$ cat src/rtl/qseq_pkg.sv
package qseq_pkg;

  localparam logic [5:0] OP_STOP  = 6'd0;
  localparam logic [5:0] OP_CMD   = 6'd1;
  localparam logic [5:0] OP_ADDR  = 6'd2;
  localparam logic [5:0] OP_DUMMY = 6'd3;
  localparam logic [5:0] OP_READ  = 6'd7;
  localparam logic [5:0] OP_JMP   = 6'd9;

  typedef struct packed {
    logic [5:0] op;
    logic [1:0] pad;
    logic [7:0] arg;
  } qseq_instr_t;

  typedef enum logic [1:0] {ST_IDLE, ST_FETCH, ST_SHIFT} qseq_state_e;

  // log2 of the number of active lines
  function automatic logic [1:0] pad_shift(input logic [1:0] pad);
    case (pad)
      2'd0:    return 2'd0;
      2'd1:    return 2'd1;
      default: return 2'd2;
    endcase
  endfunction

endpackage

$ cat src/rtl/qseq_lut.sv
module qseq_lut #(
  parameter int WORDS = 8,
  localparam int AW = $clog2(WORDS),
  localparam int IW = AW + 1
) (
  input  logic          clk,
  input  logic          we,
  input  logic [AW-1:0] waddr,
  input  logic [31:0]   wdata,
  input  logic [IW-1:0] rd_idx,
  output logic [15:0]   rd_instr
);
  logic [31:0] mem [WORDS];
  logic [31:0] word;

  always_ff @(posedge clk) begin
    if (we) mem[waddr] <= wdata;
  end

  assign word     = mem[rd_idx[IW-1:1]];
  assign rd_instr = rd_idx[0] ? word[31:16] : word[15:0];
endmodule

$ cat src/rtl/qseq_sclk.sv
module qseq_sclk #(
  parameter int HALF = 2,
  localparam int CW = $clog2(HALF) + 1
) (
  input  logic clk,
  input  logic rst_n,
  input  logic run,
  input  logic clear,
  output logic sclk,
  output logic rise,
  output logic fall
);
  logic [CW-1:0] cnt;
  logic          tick;

  assign tick = run && (cnt == CW'(HALF - 1));
  assign rise = tick && !sclk;
  assign fall = tick && sclk;

  always_ff @(posedge clk or negedge rst_n) begin
    if (!rst_n) begin
      cnt  <= '0;
      sclk <= 1'b0;
    end else if (clear) begin
      cnt  <= '0;
      sclk <= 1'b0;
    end else if (tick) begin
      cnt  <= '0;
      sclk <= ~sclk;
    end else if (run) begin
      cnt <= cnt + 1'b1;
    end
  end

  // the serial clock only moves while the divider is running
  a_r3_frozen_when_stopped: assert property (@(posedge clk) disable iff (!rst_n)
    (!run && !clear) |=> $stable(sclk));
endmodule

$ cat src/rtl/qseq_rx.sv
module qseq_rx (
  input  logic       clk,
  input  logic       rst_n,
  input  logic       sample,
  input  logic [1:0] wsh,
  input  logic [3:0] din,
  output logic [7:0] rx_data,
  output logic       rx_valid,
  input  logic       rx_ready
);
  logic [7:0] acc, nxt;
  logic [3:0] cnt, cnt_n;

  always_comb begin
    case (wsh)
      2'd0:    nxt = {acc[6:0], din[1]};
      2'd1:    nxt = {acc[5:0], din[1:0]};
      default: nxt = {acc[3:0], din[3:0]};
    endcase
    cnt_n = cnt + (4'd1 << wsh);
  end

  always_ff @(posedge clk or negedge rst_n) begin
    if (!rst_n) begin
      acc      <= '0;
      cnt      <= '0;
      rx_data  <= '0;
      rx_valid <= 1'b0;
    end else begin
      if (rx_valid && rx_ready) rx_valid <= 1'b0;
      if (sample) begin
        if (cnt_n == 4'd8) begin
          rx_data  <= nxt;
          rx_valid <= 1'b1;
          acc      <= '0;
          cnt      <= '0;
        end else begin
          acc <= nxt;
          cnt <= cnt_n;
        end
      end
    end
  end

  a_r11_hold_byte: assert property (@(posedge clk) disable iff (!rst_n)
    (rx_valid && !rx_ready) |=> (rx_valid && $stable(rx_data)));
endmodule

$ cat src/rtl/qseq_engine.sv
module qseq_engine
  import qseq_pkg::*;
#(
  parameter int CLK_DIV   = 4,
  parameter int TBL_WORDS = 8,
  localparam int TAW  = $clog2(TBL_WORDS),
  localparam int IPW  = TAW + 1,
  localparam int BW   = 12,
  localparam int HALF = CLK_DIV / 2
) (
  input  logic           clk,
  input  logic           rst_n,
  input  logic           tbl_we,
  input  logic [TAW-1:0] tbl_waddr,
  input  logic [31:0]    tbl_wdata,
  input  logic           start,
  input  logic [23:0]    start_addr,
  output logic           busy,
  output logic [7:0]     rx_data,
  output logic           rx_valid,
  input  logic           rx_ready,
  output logic           sclk,
  output logic           cs_n,
  output logic [3:0]     dq_o,
  output logic [3:0]     dq_oe,
  input  logic [3:0]     dq_i
);
  qseq_state_e     state;
  logic [IPW-1:0]  ip;
  logic [23:0]     addr_q;
  logic [31:0]     shreg;
  logic [BW-1:0]   beats;
  logic [5:0]      cur_op;
  logic [1:0]      cur_wsh;
  logic            cs_q;

  logic [15:0]     lut_word;
  qseq_instr_t     ins;
  logic [1:0]      ld_wsh;
  logic [5:0]      nbits;
  logic [BW-1:0]   ld_beats;
  logic [31:0]     ld_sh;
  logic            terminal;
  logic            hold, rise, fall, drive;

  qseq_lut #(.WORDS(TBL_WORDS)) u_lut (
    .clk(clk), .we(tbl_we), .waddr(tbl_waddr), .wdata(tbl_wdata),
    .rd_idx(ip), .rd_instr(lut_word)
  );

  assign hold = rx_valid && !rx_ready;

  qseq_sclk #(.HALF(HALF)) u_clk (
    .clk(clk), .rst_n(rst_n), .run(state == ST_SHIFT && !hold),
    .clear(state == ST_IDLE), .sclk(sclk), .rise(rise), .fall(fall)
  );

  qseq_rx u_rx (
    .clk(clk), .rst_n(rst_n), .sample(rise && cur_op == OP_READ),
    .wsh(cur_wsh), .din(dq_i), .rx_data(rx_data), .rx_valid(rx_valid),
    .rx_ready(rx_ready)
  );

  // instruction decode at the fetch point
  assign ins    = lut_word;
  assign ld_wsh = pad_shift(ins.pad);
  assign nbits  = (ins.arg > 8'd32) ? 6'd32 : ins.arg[5:0];

  always_comb begin
    ld_beats = '0;
    ld_sh    = '0;
    terminal = 1'b0;
    case (ins.op)
      OP_CMD: begin
        ld_beats = BW'(8) >> ld_wsh;
        ld_sh    = {ins.arg, 24'h0};
      end
      OP_ADDR: begin
        ld_beats = BW'(nbits) >> ld_wsh;
        ld_sh    = {8'h0, addr_q} << (6'd32 - nbits);
      end
      OP_DUMMY: ld_beats = BW'(ins.arg);
      OP_READ:  ld_beats = BW'({ins.arg, 3'b000}) >> ld_wsh;
      default:  terminal = 1'b1;
    endcase
  end

  always_ff @(posedge clk or negedge rst_n) begin
    if (!rst_n) begin
      state   <= ST_IDLE;
      ip      <= '0;
      addr_q  <= '0;
      shreg   <= '0;
      beats   <= '0;
      cur_op  <= OP_STOP;
      cur_wsh <= '0;
      cs_q    <= 1'b1;
    end else begin
      case (state)
        ST_IDLE: if (start) begin
          addr_q <= start_addr;
          cs_q   <= 1'b0;
          state  <= ST_FETCH;
        end
        ST_FETCH: if (!hold) begin
          if (terminal) begin
            state <= ST_IDLE;
            cs_q  <= 1'b1;
            ip    <= (ins.op == OP_JMP) ? ins.arg[IPW-1:0] : '0;
          end else begin
            ip <= ip + 1'b1;
            if (ld_beats != '0) begin
              state   <= ST_SHIFT;
              shreg   <= ld_sh;
              beats   <= ld_beats;
              cur_op  <= ins.op;
              cur_wsh <= ld_wsh;
            end
          end
        end
        default: if (fall) begin
          if (beats == BW'(1)) begin
            state <= ST_FETCH;
          end else begin
            beats <= beats - 1'b1;
            shreg <= shreg << (6'd1 << cur_wsh);
          end
        end
      endcase
    end
  end

  assign busy  = (state != ST_IDLE);
  assign cs_n  = cs_q;
  assign drive = (state == ST_SHIFT) && (cur_op == OP_CMD || cur_op == OP_ADDR);

  always_comb begin
    case (cur_wsh)
      2'd0: begin dq_o = {3'b000, shreg[31]};   dq_oe = drive ? 4'b0001 : 4'b0000; end
      2'd1: begin dq_o = {2'b00, shreg[31:30]}; dq_oe = drive ? 4'b0011 : 4'b0000; end
      default: begin dq_o = shreg[31:28];       dq_oe = drive ? 4'b1111 : 4'b0000; end
    endcase
  end

  a_r3_idle_clock_low: assert property (@(posedge clk) disable iff (!rst_n)
    cs_n |-> !sclk);
  a_r3_data_steady_high: assert property (@(posedge clk) disable iff (!rst_n)
    (sclk && $past(sclk)) |-> ($stable(dq_o) && $stable(dq_oe)));
  a_r2_idle_deselect: assert property (@(posedge clk) disable iff (!rst_n)
    !busy |-> cs_n);
  a_r2_start_selects: assert property (@(posedge clk) disable iff (!rst_n)
    (!busy && start) |=> (busy && !cs_n));
  a_r11_clock_frozen: assert property (@(posedge clk) disable iff (!rst_n)
    (rx_valid && !rx_ready) |=> $stable(sclk));
  a_r7_quiet_lines: assert property (@(posedge clk) disable iff (!rst_n)
    (sclk && (cur_op == OP_DUMMY || cur_op == OP_READ)) |-> (dq_oe == 4'b0000));
endmodule

$ cat config.mk
export PLATFORM = sky130hd
export DESIGN_NAME = qseq_engine
export DESIGN_NICKNAME = d
export VERILOG_FILES = /design/src/rtl/qseq_pkg.sv /design/src/rtl/qseq_lut.sv /design/src/rtl/qseq_sclk.sv /design/src/rtl/qseq_rx.sv /design/src/rtl/qseq_engine.sv
export SDC_FILE = /design/constraint.sdc
export NUM_CORES = 1
export LEC_CHECK = 0
export BUFFER_PORTS_ARGS = -buffer_cell sky130_fd_sc_hd__buf_2
export CORE_ASPECT_RATIO = 1.4
export CORE_UTILIZATION = 45
export CTS_BUF_LIST = sky130_fd_sc_hd__clkbuf_8
export DETAILED_ROUTE_END_ITERATION = 16
export SLEW_MARGIN = 20
export SYNTH_ARGS = -nofsm -noshare
export SYNTH_HDL_FRONTEND = slang
export SYNTH_SLANG_ARGS = --single-unit
$ cat constraint.sdc
create_clock -name clk -period 4.37 [get_ports clk]
set_input_delay 0.2185 -clock clk [delete_from_list [all_inputs] [get_ports clk]]
set_output_delay 0.2185 -clock clk [all_outputs]
set_load 0.01 [all_outputs]
==> results of run 1 <==
==> layout by cell type, fill, tap and decap left out, types with 6 or more instances in the layout <==
cell,count
edfxtp_1,256
nand2_1,151
buf_4,104
dfrtp_1,103
mux2i_1,89
buf_2,86
nor2_1,83
mux4_2,67
dlygate4sd3_1,63
a21oi_1,61
clkbuf_8,58
o21ai_0,54
mux2_2,49
inv_1,44
nor3_1,26
a22oi_1,25
mux2_1,25
nand3_1,24
nor2b_1,20
o22ai_1,17
nand2b_1,13
and2_1,13
o31ai_1,12
clkinv_1,12
a31oi_1,12
a22o_1,11
o221ai_1,9
a211oi_1,9
o211ai_1,9
ha_1,9
a221oi_1,8
o32a_1,8
nor2_4,7
nand4_1,7
or3_1,6
a32oi_1,6
==> per-stage QoR <==
stage / setup slack, ns / hold slack (ns)
after floorplan: 0.08126 / -0.07709
after global placement: -0.1014 / 0.3648
after detailed placement: -0.07009 / 0.3702
after CTS: 0.04330 / 0.04724
after global routing: -0.04560 / 0.08976
final: 0.1398 / 0.05858
==> cell type report <==
type                            instances  area [sq um]
Timing Repair Buffer                  262          1998
Clock inverter                         43         214.0
Inverter                               21         78.83
Fill cell                            3426         18520
Sequential cell                       362         10350
Multi-Input combinational cell        933          7538
Clock buffer                           58         798.3
Tap cell                              534         668.1
Antenna cell                            1         2.502
==> what timing repair did <==
item	4_1_cts	5_1_grt
setup endpoints to repair	2	38
hold buffers	63	0
setup buffers	0	1
resized for setup	4	13
pin swaps	0	1
endpoints found under the hold margin	349	0
==> final timing paths <==
path / start / end / slack [ns]
max: ip[1] / shreg[30] / 0.14
min: rx_ready / u_rx.rx_valid / 0.06
max reg2reg: ip[1] / shreg[30] / 0.14
min reg2reg: u_rx.rx_data[4] / u_rx.rx_data[4] / 0.47
max in group asynchronous: rst_n / ip[1] / 2.90
min in group asynchronous: rst_n / addr_q[19] / 0.24
==> power by group through the flow <==
| stage | registers (mW) | clock network, mW | logic, mW |
|---|---|---|---|
| global placement | 4.37 | 0 | 5.08 |
| CTS | 4.32 | 2.67 | 5.17 |
| detailed placement | 4.38 | 0 | 5.09 |
| global route | 4.36 | 2.79 | 5.64 |
| finish | 4.32 | 2.58 | 5.25 |
| floorplan | 4.24 | 0 | 3.33 |
==> sequential cells by signal (all words and copies together) (netlist names) <==
name,cells
u_lut.mem,256
shreg,32
addr_q,24
beats,12
u_rx.rx_data,8
u_rx.acc,7
cur_op,6
ip,4
u_rx.cnt,4
cur_wsh,2
state,2
u_clk.cnt,2
cs_n,1
u_clk.sclk,1
u_rx.rx_valid,1
==> logic make-up after synthesis <==
| group | synth area share, % |
|---|---|
| flip-flops | 56.58 |
| buffers and inverters | 2.807 |
| AO/OA/AOI/OAI | 10.97 |
| XOR/XNOR | 0.4861 |
| adder cells (fa/ha/maj) | 0.8625 |
| multiplexers | 18.52 |
| AND/OR/NAND/NOR | 9.782 |
==> worst max-delay path: stages, from the launching register on <==
cell      delay [ns]
dfrtp_4         0.45
buf_12          0.18
mux4_2          0.51
a22oi_1         0.23
nand2_2         0.16
buf_4           0.20
nor3_2          0.20
nand2_1         0.11
ha_1            0.34
buf_4           0.23
mux4_2          0.35
mux2i_1         0.29
nor2_1          0.12
a211oi_2        0.27
o21ai_0         0.18
mux2_2          0.29
==> per-layer routing <==
metal / vias to the layer above / share of wire (%) / GRT usage, %
met4: 0 / 4.4 / 11.10
li1: 5930 / - / -
met2: 404 / 53 / 44.90
met1: 6365 / 38 / 27.69
met3: 136 / 4.3 / 3.226
met5: - / 0 / 0
==> summary.md, run 1 <==
| Metric | Value |
|---|---|
| Clock Latency Late Sink | around 0.62 ns |
| Grt ovf | 0 |
| Setup Skew | roughly 0.021 ns |
| CTS Buffer Depth | 3 |
| Hold Path Cell Cnt | 3 |
| Worst-Margin Slew | slightly below 0.9 ns |
| CTS sink cnt | 362 |
| Synth top cells by count | edfxtp_1, nand2_1, dfrtp_1 |
| Placer Congestion | 0.9776 |
| Number of buffers created by CTS | 55 |
| Io pins | between 80 and 90 |
| Placed insts | 2048 |
| Clock power share | between 20% and 30% |
| Internal Power | about 7.4 mW |
| Clock Tree Root | clkbuf_8 |
| Cell taking the most area after synthesis | edfxtp_1 |
| Layout cell share with drive strength beyond 1 | 25.01% |
| Die Width | 172.3 um |
| Final WL | between 40 and 50 mm |
| Mean Syn Cell Area | 13.05 sq um |
| NumNets Final | between 1500 and 2000 |
| WP data arrival | roughly 4.7 ns |
| Starting Density | 45.50% |
| Largest net degree at the start of global routing | 62 |
| Layout area overhead | 18.44% |
| Predominant post-synthesis flop cell | edfxtp_1 |
| Period utilisation layout | a little over nine tenths |
| CTS HTree Levels | 2 |
| Worst min path class | primary input to register |
| Final-report setup violation count | 0 |
| Final core occ | ~54% |
| Syn Inst Count | roughly 1400 |
| Worst R2R Path Depth | 15 |
| Top-area cell type share of the netlist area | 42.06% |
| Total GRT Usage | between 20 and 25% |
| Synth area leaders | edfxtp_1, dfrtp_1, mux4_2, mux2i_1, nand2_1 |
| Clock tree from TritonCTS | yes |
| Worst-path clk slew | 0.06 ns |
| Worst ir drop on vdd | 0.3170 mV |
| DRC errors left | 0 |
| Fin crit period | 4.230 ns |
| Pwr/cell area | 561.5 nW/um^2 |
| Sequential share of the synthesized area | around 57% |
| Cell Area, Synth | 18280 sq um |
| Data required, critical path | approximately 4.9 ns |
| Die area | 41440 sq um |
| MaxCap Viol Count | 0 |
| Row cnt | slightly below 90 |
| Setup TNS | 0 ns |
| Outcome | completed |
| Total design power | 12.15 mW |
| Drt wl/cell | roughly 22 um |
| 1st-iter DRT viols | ~860 |
| Routed Antenna Nets | 0 |
| Final hold violation count | 0 |
| Pleak | a little over 8 nW |
| Type of element launching the critical path | register |
| Final non-filler cell total | approximately 2200 |
| Cell Area, Placed | around 20000 sq um |
| Vias | between 10000 and 15000 |
| Vias in the first global route | roughly 13000 |
| Sequential share of power | 35.5% |
| Port-buffer cells | 87 |
| Unrepaired setup endpoints after global routing | true |
| Flop and latch count out of synthesis | approximately 360 |
| FMAX | around 240 MHz |
| Switch share | approximately two fifths |
| Worst slew margin | 41.00% |
| Yosys cell types | 81 |
| Pins over their slew limit | 0 |
| WS Path Type | register to register |
| Warnings from Yosys | 0 |
| DR pass1 iterations | 5 |
| Core footprint | around 40000 sq um |
| Vias per std cell | about 5.8 |
| Final Cell Area | approximately 22000 sq um |
| Critical path fanouts, max | 15 |
| P_sw | approximately 4.7 mW |
| Initial antenna violation count | 1 |
| Ys async rst share | 29.28% |
| Detailed Place HPWL | ~34 mm |
| Die Y | around 240 um |
| Post-synth EDFFs | about 260 |
| First-pass GRT wire length | 76.22 mm |
| Most frequent cell after synthesis | edfxtp_1 |
| Combinational fraction of design power | between 40% and 50% |
| Crit end category | register |
| Post-synth net total | between 1000 and 1500 |
No activity file was read; power rests on OpenSTA's default activity.
==> run 2: changes to the inputs <==
--- a/config.mk
+++ b/config.mk
@@ -6,6 +6,7 @@
 export NUM_CORES = 1
 export LEC_CHECK = 0
 export BUFFER_PORTS_ARGS = -buffer_cell sky130_fd_sc_hd__buf_2
+export CAP_MARGIN = 0
 export CORE_ASPECT_RATIO = 1.4
 export CORE_UTILIZATION = 45
 export CTS_BUF_LIST = sky130_fd_sc_hd__clkbuf_8
==> constraint.sdc (replaced) <==
create_clock -name clk -period 4.37 [get_ports clk]
set_input_delay 0.437 -clock clk [delete_from_list [all_inputs] [get_ports clk]]
set_output_delay 0.437 -clock clk [all_outputs]
set_load 0.01 [all_outputs]
==> run 2 against run 1 <==
  * Design area fell by 2.1%
  * Non-clock buffer count decreased by 60
  * Die area did not move
  * Clock skew grew 0.0043 ns
  * Maximum frequency rose by 0.34%
  * Critical endpoint is now shreg[28]
  * Largest cell class unchanged
  * Highest routed layer is now met5
==> summary.md, run 2 (same netlist as run 1, synthesis figures left out) <==
| Metric | Value |
|---|---|
| Outcome | completed |
| Clock tree from TritonCTS | yes |
| DR pass1 iterations | 6 (+1) |
| Critical Path Slowest Stage Cell | mux4_1 |
| Io pins | 88 (unchanged) |
| Placer Congestion | 0.9645 (-1.3%) |
| Die area | 41440 sq um (unchanged) |
| DRC errors left | 0 (unchanged) |
| Worst path cell trace | buf_12 -> mux4_1 -> a22oi_2 -> nand2_2 -> a2111oi_4 -> inv_1 -> ha_2 -> buf_6 -> mux4_2 -> nand2_1 -> o21ai_0 -> a221oi_1 -> o31ai_1 -> mux2_1 |
| Total GRT Usage | 24.40% (about the same) |
| Initial antenna violation count | 3 (+2) |
| Largest net degree at the start of global routing | 47 (-24%) |
| Final non-filler cell total | 2152 (-2.8%) |
| Max reg flops | 256 (unchanged) |
| CTS sink cnt | 362 (unchanged) |
| CTS Buffer Depth | 3 (unchanged) |
| Total design power | 12.44 mW (+2.4%) |
| Vias in the first global route | 13140 (-2.6%) |
| WS Path Type | register to register |
| Clock Latency Late Sink | 0.62 ns (about the same) |
| FMAX | 237.2 MHz (+0.34%) |
| Routed Antenna Nets | 0 (unchanged) |
| Worst ir drop on vdd | 0.2977 mV (-6.1%) |
| Row cnt | 87 (unchanged) |
| Final core occ | 52.76% (-1.1 points) |
| Type of element launching the critical path | register |
| CTS HTree Levels | 2 (unchanged) |
| Placed insts | 2050 (+0.098%) |
| Worst-Margin Slew | 0.8754 ns (-0.006386 ns) |
| Vias per std cell | 5.892 (+1.6%) |
| Worst-path clk slew | 0.06 ns (about the same) |
| Layout cell share with drive strength beyond 1 | 26.89% (+1.9 points) |
| Final hold violation count | 0 (unchanged) |
| Detailed Place HPWL | 34.64 mm (+1.8%) |
| Setup Skew | 0.02517 ns (+0.004322 ns) |
| Pwr/cell area | 587.0 nW/um^2 (+4.5%) |
| Clock Tree Root | clkbuf_8 |
| NumNets Final | 1655 (-3.5%) |
| Period utilisation layout | 96.47% (-0.33 points) |
| Seq. cell area | 10350 sq um (unchanged) |
| Core footprint | 40170 sq um (unchanged) |
| Unrepaired setup endpoints after global routing | true |
| Pins over their slew limit | 0 (unchanged) |
| Grt met2 use | 44.71% (-0.20 points) |
| Multi-input gate area | 7561 sq um (+0.30%) |
| Met3 global-route usage | 3.342% (+0.12 points) |
| Data required, critical path | 4.85 ns (-0.02 ns) |
| Final WL | 48.58 mm (-0.79%) |
| Crit end category | register |
| Grt ovf | 0 (unchanged) |
| Vias | 12680 (-1.2%) |
| Pleak | 8.067 nW (-2.3%) |
| Number of buffers created by CTS | 55 (unchanged) |
| Fin crit period | 4.216 ns (-0.01431 ns) |
| Commonest cells after routing, fill and taps aside | edfxtp_1, nand2_1, buf_4 |
| Die Y | 240.5 um (unchanged) |
| Worst min path class | primary input to register |
| Met1 usage | 27.58% (-0.12 points) |
| Worst path max stage delay | 0.58 ns (+0.07 ns) |
| Biggest regs | u_lut.mem: 256 flops, shreg: 32 flops, addr_q: 24 flops |
| Starting Density | 45.50% (unchanged) |
| Diode count | 0 (-1) |
| Setup TNS | 0 ns (unchanged) |
| Gr busiest metal | met2 |
| Drt wl/cell | 22.57 um (+2.1%) |
| Most common cell after layout, fill and taps aside | edfxtp_1 |
| Filler instances | 3482 (+1.6%) |
| WP data arrival | 4.70 ns (-0.03 ns) |
| Die Width | 172.3 um (unchanged) |
| Layout area overhead | 15.95% |
| Worst slew margin | 41.42% (+0.43 points) |
| Final-report setup violation count | 0 (unchanged) |
| Port-buffer cells | 87 (unchanged) |
| Largest register by flop count | u_lut.mem |
| First-pass GRT wire length | 75.61 mm (-0.80%) |
| Critical path fanouts, max | 16 (+1) |
| MaxCap Viol Count | 0 (unchanged) |
| 1st-iter DRT viols | 1008 (+17%) |
[run 2: final timing paths]
| path | startpoint | to | slack [ns] | cells after the start |
|---|---|---|---|---|
| setup / recovery | ip[1] | shreg[28] | 0.15 | 14 |
| hold / removal | start_addr[17] | addr_q[17] | 0.05 | 2 |
| setup reg to reg | ip[1] | shreg[28] | 0.15 | 14 |
| hold reg to reg | u_rx.rx_data[3] | u_rx.rx_data[3] | 0.47 | 2 |
| max in group asynchronous | rst_n | ip[1] | 3.03 | 3 |
| min in group asynchronous | rst_n | shreg[18] | 0.28 | 2 |
[run 2: power breakdown]
part,internal (mW),switching (mW)
clock network,1.55,1.31
registers,4.01,0.304
logic,2.14,3.14
[run 2: final cells by class]
type / instances / area share (%)
Tap cell: 534 / 3.153
Clock buffer: 59 / 3.832
Multi-Input combinational cell: 933 / 35.68
Sequential cell: 362 / 48.83
Inverter: 21 / 0.3719
Timing Repair Buffer: 202 / 6.636
Clock inverter: 41 / 1.500
[run 2: timing repair]
| action | in CTS | in global routing |
|---|---|---|
| endpoints found under the setup margin | 0 | 43 |
| gates resized for setup | 0 | 20 |
| hold buffers | 1 | 0 |
| endpoints found under the hold margin | 25 | 0 |
| buffers inserted | 0 | 1 |
[run 2: routing by layer]
layer | share of wire (%) | wire length (um)
met5 | 0.066 | 32
met4 | 4.7 | 2299
met3 | 4.3 | 2113
met2 | 54 | 26000
met1 | 37 | 18130
[run 2: critical path: cells and delay by family (launching register included)]
kind	cells	cell delay [ns]
muxes	3	1.21
AOI/OAI and AO/OA	5	1.38
and+or+nand+nor	2	0.21
DFF	1	0.44
adders and majority gates	1	0.38
buffers and inverters	3	0.47
[run 2: metrics by stage]
stage | hold WS [ns] | area, sq um | setup slack (ns)
after CTS | 0.01718 | 21100 | 0.03192
after detailed placement | 0.3789 | 19960 | 0.06548
final | 0.05243 | 21190 | 0.1541
after floorplan | 0.1414 | 18280 | 0.08126
after global placement | 0.3795 | 19960 | 0.03971
after global routing | 0.03278 | 21190 | -0.0002860
==> run 3: changes to the inputs <==
--- a/config.mk
+++ b/config.mk
@@ -14,4 +14,5 @@
 export SLEW_MARGIN = 20
 export SYNTH_ARGS = -nofsm -noshare
 export SYNTH_HDL_FRONTEND = slang
+export SYNTH_HIERARCHICAL = 1
 export SYNTH_SLANG_ARGS = --single-unit
==> constraint.sdc (replaced) <==
create_clock -name clk -period 4.37 [get_ports clk]
set_input_delay 0.437 -clock clk [delete_from_list [all_inputs] [get_ports clk]]
set_output_delay 0.437 -clock clk [all_outputs]
set_load 0.1 [all_outputs]
==> run 3 against run 2 <==
  * Worst hold slack got worse by 0.030 ns
  * Count of clock-buffer cells in the layout rose by 1
  * Clock skew rose by 0.015 ns
  * Sequential power rose by 5.8%
  * Critical path type unchanged
  * Routed wire length fell by 2.6%
  * Non-clock buffer count rose by 15
  * Highest routed layer is now met4
==> summary.md, run 3 <==
| Metric | Value |
|---|---|
| Yosys cell types | 81 (unchanged) |
| Type of element launching the critical path | register |
| Placer Congestion | 0.9476 (-1.8%) |
| Data required, critical path | 4.86 ns (about the same) |
| Final non-filler cell total | 2146 (-0.28%) |
| Vias in the first global route | 12880 (-1.9%) |
| MaxCap Viol Count | 0 (unchanged) |
| Worst slew margin | 37.20% (-4.2 points) |
| Worst-path clk slew | 0.07 ns (about the same) |
| Pins over their slew limit | 0 (unchanged) |
| Internal Power | 8.456 mW (+9.9%) |
| Vias | 12500 (-1.4%) |
| Die Y | 240.6 um (about the same) |
| Synth top cells by count | edfxtp_1, nand2_1, dfrtp_1 |
| NumNets Final | 1647 (-0.48%) |
| Most frequent cell after synthesis | edfxtp_1 |
| Drt wl/cell | 22.05 um (-2.3%) |
| DRC errors left | 0 (unchanged) |
| Setup Skew | 0.04055 ns (+0.01538 ns) |
| Flop and latch count out of synthesis | 362 (unchanged) |
| Total GRT Usage | 23.54% (-0.86 points) |
| Worst-Margin Slew | 0.9397 ns (+0.06434 ns) |
| Combinational fraction of design power | 48.9% (+6.5 points) |
| Io pins | 88 (unchanged) |
| Pwr/cell area | 669.3 nW/um^2 (+14%) |
| Worst ir drop on vdd | 0.2532 mV (-15%) |
| Synth area leaders | edfxtp_1, dfrtp_1, mux4_2, mux2i_1, mux2_2 |
| Worst path max stage delay | 0.57 ns (about the same) |
| First-pass GRT wire length | 73.33 mm (-3.0%) |
| Ys async rst share | 29.28% (unchanged) |
| Largest net degree at the start of global routing | 43 (-8.5%) |
| Sequential share of power | 32.0% (-2.7 points) |
| Crit end category | register |
| Setup TNS | 0 ns (unchanged) |
| Fin crit period | 4.216 ns (-0.00009800 ns) |
| WP data arrival | 4.71 ns (about the same) |
| Syn Inst Count | 1390 (-0.79%) |
| Final Cell Area | 21270 sq um (+0.34%) |
| Cell Area, Synth | 18300 sq um (+0.11%) |
| Most common cell after layout, fill and taps aside | edfxtp_1 |
| Final hold violation count | 0 (unchanged) |
| Post-synth net total | 1469 (-0.81%) |
| Switch share | 40.58% (+2.4 points) |
| Placed insts | 2033 (-0.83%) |
| CTS HTree Levels | 2 (unchanged) |
| Sequential share of the synthesized area | 56.52% (-0.062 points) |
| CTS sink cnt | 362 (unchanged) |
| Cell Area, Placed | 19950 sq um (about the same) |
| Die area | 41480 sq um (+0.11%) |
| Clock Tree Root | clkbuf_8 |
| Die Width | 172.4 um (about the same) |
| Grt ovf | 0 (unchanged) |
| Critical path fanouts, max | 19 (+3) |
| 1st-iter DRT viols | 991 (-1.7%) |
| CTS Buffer Depth | 3 (unchanged) |
| Vias per std cell | 5.823 (-1.2%) |
| Core footprint | 40170 sq um (unchanged) |
| Critical Path Slowest Stage Cell | or4b_4 |
| Clock tree from TritonCTS | yes |
| Top-area cell type share of the netlist area | 42.01% (-0.046 points) |
| Final WL | 47.33 mm (-2.6%) |
| Routed Antenna Nets | 0 (unchanged) |
| Port-buffer cells | 87 (unchanged) |
| Layout area overhead | 16.22% |
| Max reg flops | 256 (unchanged) |
| Layout cell share with drive strength beyond 1 | 29.07% (+2.2 points) |
| Warnings from Yosys | 6 (+6) |
| Number of buffers created by CTS | 55 (unchanged) |
| Mean Syn Cell Area | 13.16 sq um (+0.90%) |
| WS Path Type | register to register |
| Initial antenna violation count | 2 (-1) |
| DR pass1 iterations | 6 (unchanged) |
| Cell taking the most area after synthesis | edfxtp_1 |
| Predominant post-synthesis flop cell | edfxtp_1 |
| Commonest cells after routing, fill and taps aside | edfxtp_1, buf_4, nand2_1 |
| Biggest regs | u_lut/mem: 256 flops, shreg: 32 flops, addr_q: 24 flops |
| Pleak | 7.980 nW (-1.1%) |
| Final-report setup violation count | 0 (unchanged) |
| Post-synth EDFFs | 256 (unchanged) |
| Clock Latency Late Sink | 0.64 ns (+0.02 ns) |
| Worst path cell trace | buf_12 -> buf_16 -> mux4_2 -> a22oi_1 -> nand2_2 -> or4b_4 -> o21bai_1 -> o211ai_1 -> and4_1 -> nor4b_4 -> a31oi_4 -> buf_4 -> clkbuf_16 -> a31o_2 |
| Outcome | completed |
| Largest register by flop count | u_lut/mem |
| Detailed Place HPWL | 33.12 mm (-4.4%) |
| P_sw | 5.776 mW (+22%) |
| Worst min path class | primary input to register |
| Filler instances | 3493 (+0.32%) |
| FMAX | 237.2 MHz (about the same) |
| Starting Density | 45.55% (+0.050 points) |
| Period utilisation layout | 96.47% (about the same) |
| Row cnt | 87 (unchanged) |
| Clock power share | 19.1% (-3.9 points) |
## run 3: cell type report
| cell class | instances | area (sq um) | area share [%] |
|---|---|---|---|
| Clock inverter | 39 | 246.5 | 1.159 |
| Timing Repair Buffer | 217 | 1544 | 7.261 |
| Clock buffer | 60 | 825.8 | 3.883 |
| Inverter | 30 | 112.6 | 0.5295 |
| Sequential cell | 362 | 10350 | 48.65 |
| Tap cell | 534 | 668.1 | 3.142 |
| Antenna cell | 2 | 5.005 | 0.02353 |
| Multi-Input combinational cell | 902 | 7517 | 35.35 |
## run 3: cell families after synthesis
kind of cell,synth area share (%)
xor+xnor,0.4308
buf+inv,3.330
compound gates,10.79
flops,56.52
mux,18.88
simple gates,9.300
fa+ha+maj,0.7522
## run 3: critical path, delay by kind of cell (launching register included)
family          cells  cell delay (ns)
compound gates      5             1.07
buf+inv             4             0.73
simple gates        4             1.31
mux                 1             0.50
flops               1             0.45
## run 3: routing by layer
layer  vias up  share of wire, %  global-route usage, %
met5         -                 0                      0
met4         0               4.1                  11.08
met3       121               4.2                  3.231
met2       344                53                  42.18
met1      6272                39                  27.68
li1       5760                 -                      -
## run 3: final timing paths
| kind | startpoint | end | slack, ns | cells past startpoint |
|---|---|---|---|---|
| worst max register to register | ip[1] | shreg[24] | 0.15 | 14 |
| worst max-delay path | ip[1] | shreg[24] | 0.15 | 14 |
| worst min-delay path | start_addr[20] | addr_q[20] | 0.02 | 2 |
| min in group asynchronous | rst_n | shreg[8] | 0.32 | 2 |
| worst min register to register | u_rx/acc[6] | u_rx/acc[6] | 0.49 | 1 |
| max in group asynchronous | rst_n | ip[1] | 3.07 | 3 |
## run 3: timing repair
| item | CTS | global route |
|---|---|---|
| resized for setup | 0 | 22 |
| hold buffers | 1 | 0 |
| endpoints found under the setup margin | 0 | 50 |
| buffers inserted | 0 | 10 |
| endpoints found under the hold margin | 40 | 0 |
## run 3: power groups by stage
stage                     Clock, mW  Combinational [mW]  Sequential (mW)
after floorplan                   0                4.68             4.48
after detailed placement          0                6.68             4.66
after global placement            0                6.66             4.65
final                          2.72                6.96             4.56
after CTS                      2.79                6.71             4.59
after global routing           2.94                7.49             4.62
## run 3: metrics by stage
step / power [mW] / hold slack (ns) / setup WS (ns) / utilization (%)
finish: 14.23 / 0.02257 / 0.1542 / 52.94
global route: 15.05 / 0.01165 / -0.004256 / 52.94
CTS: 14.09 / 0.004536 / 0.006774 / 52.37
detailed placement: 11.34 / 0.4720 / 0.04903 / 49.68
global placement: 11.30 / 0.4657 / 0.05912 / 49.68
floorplan: 9.166 / 0.1414 / -0.1289 / -
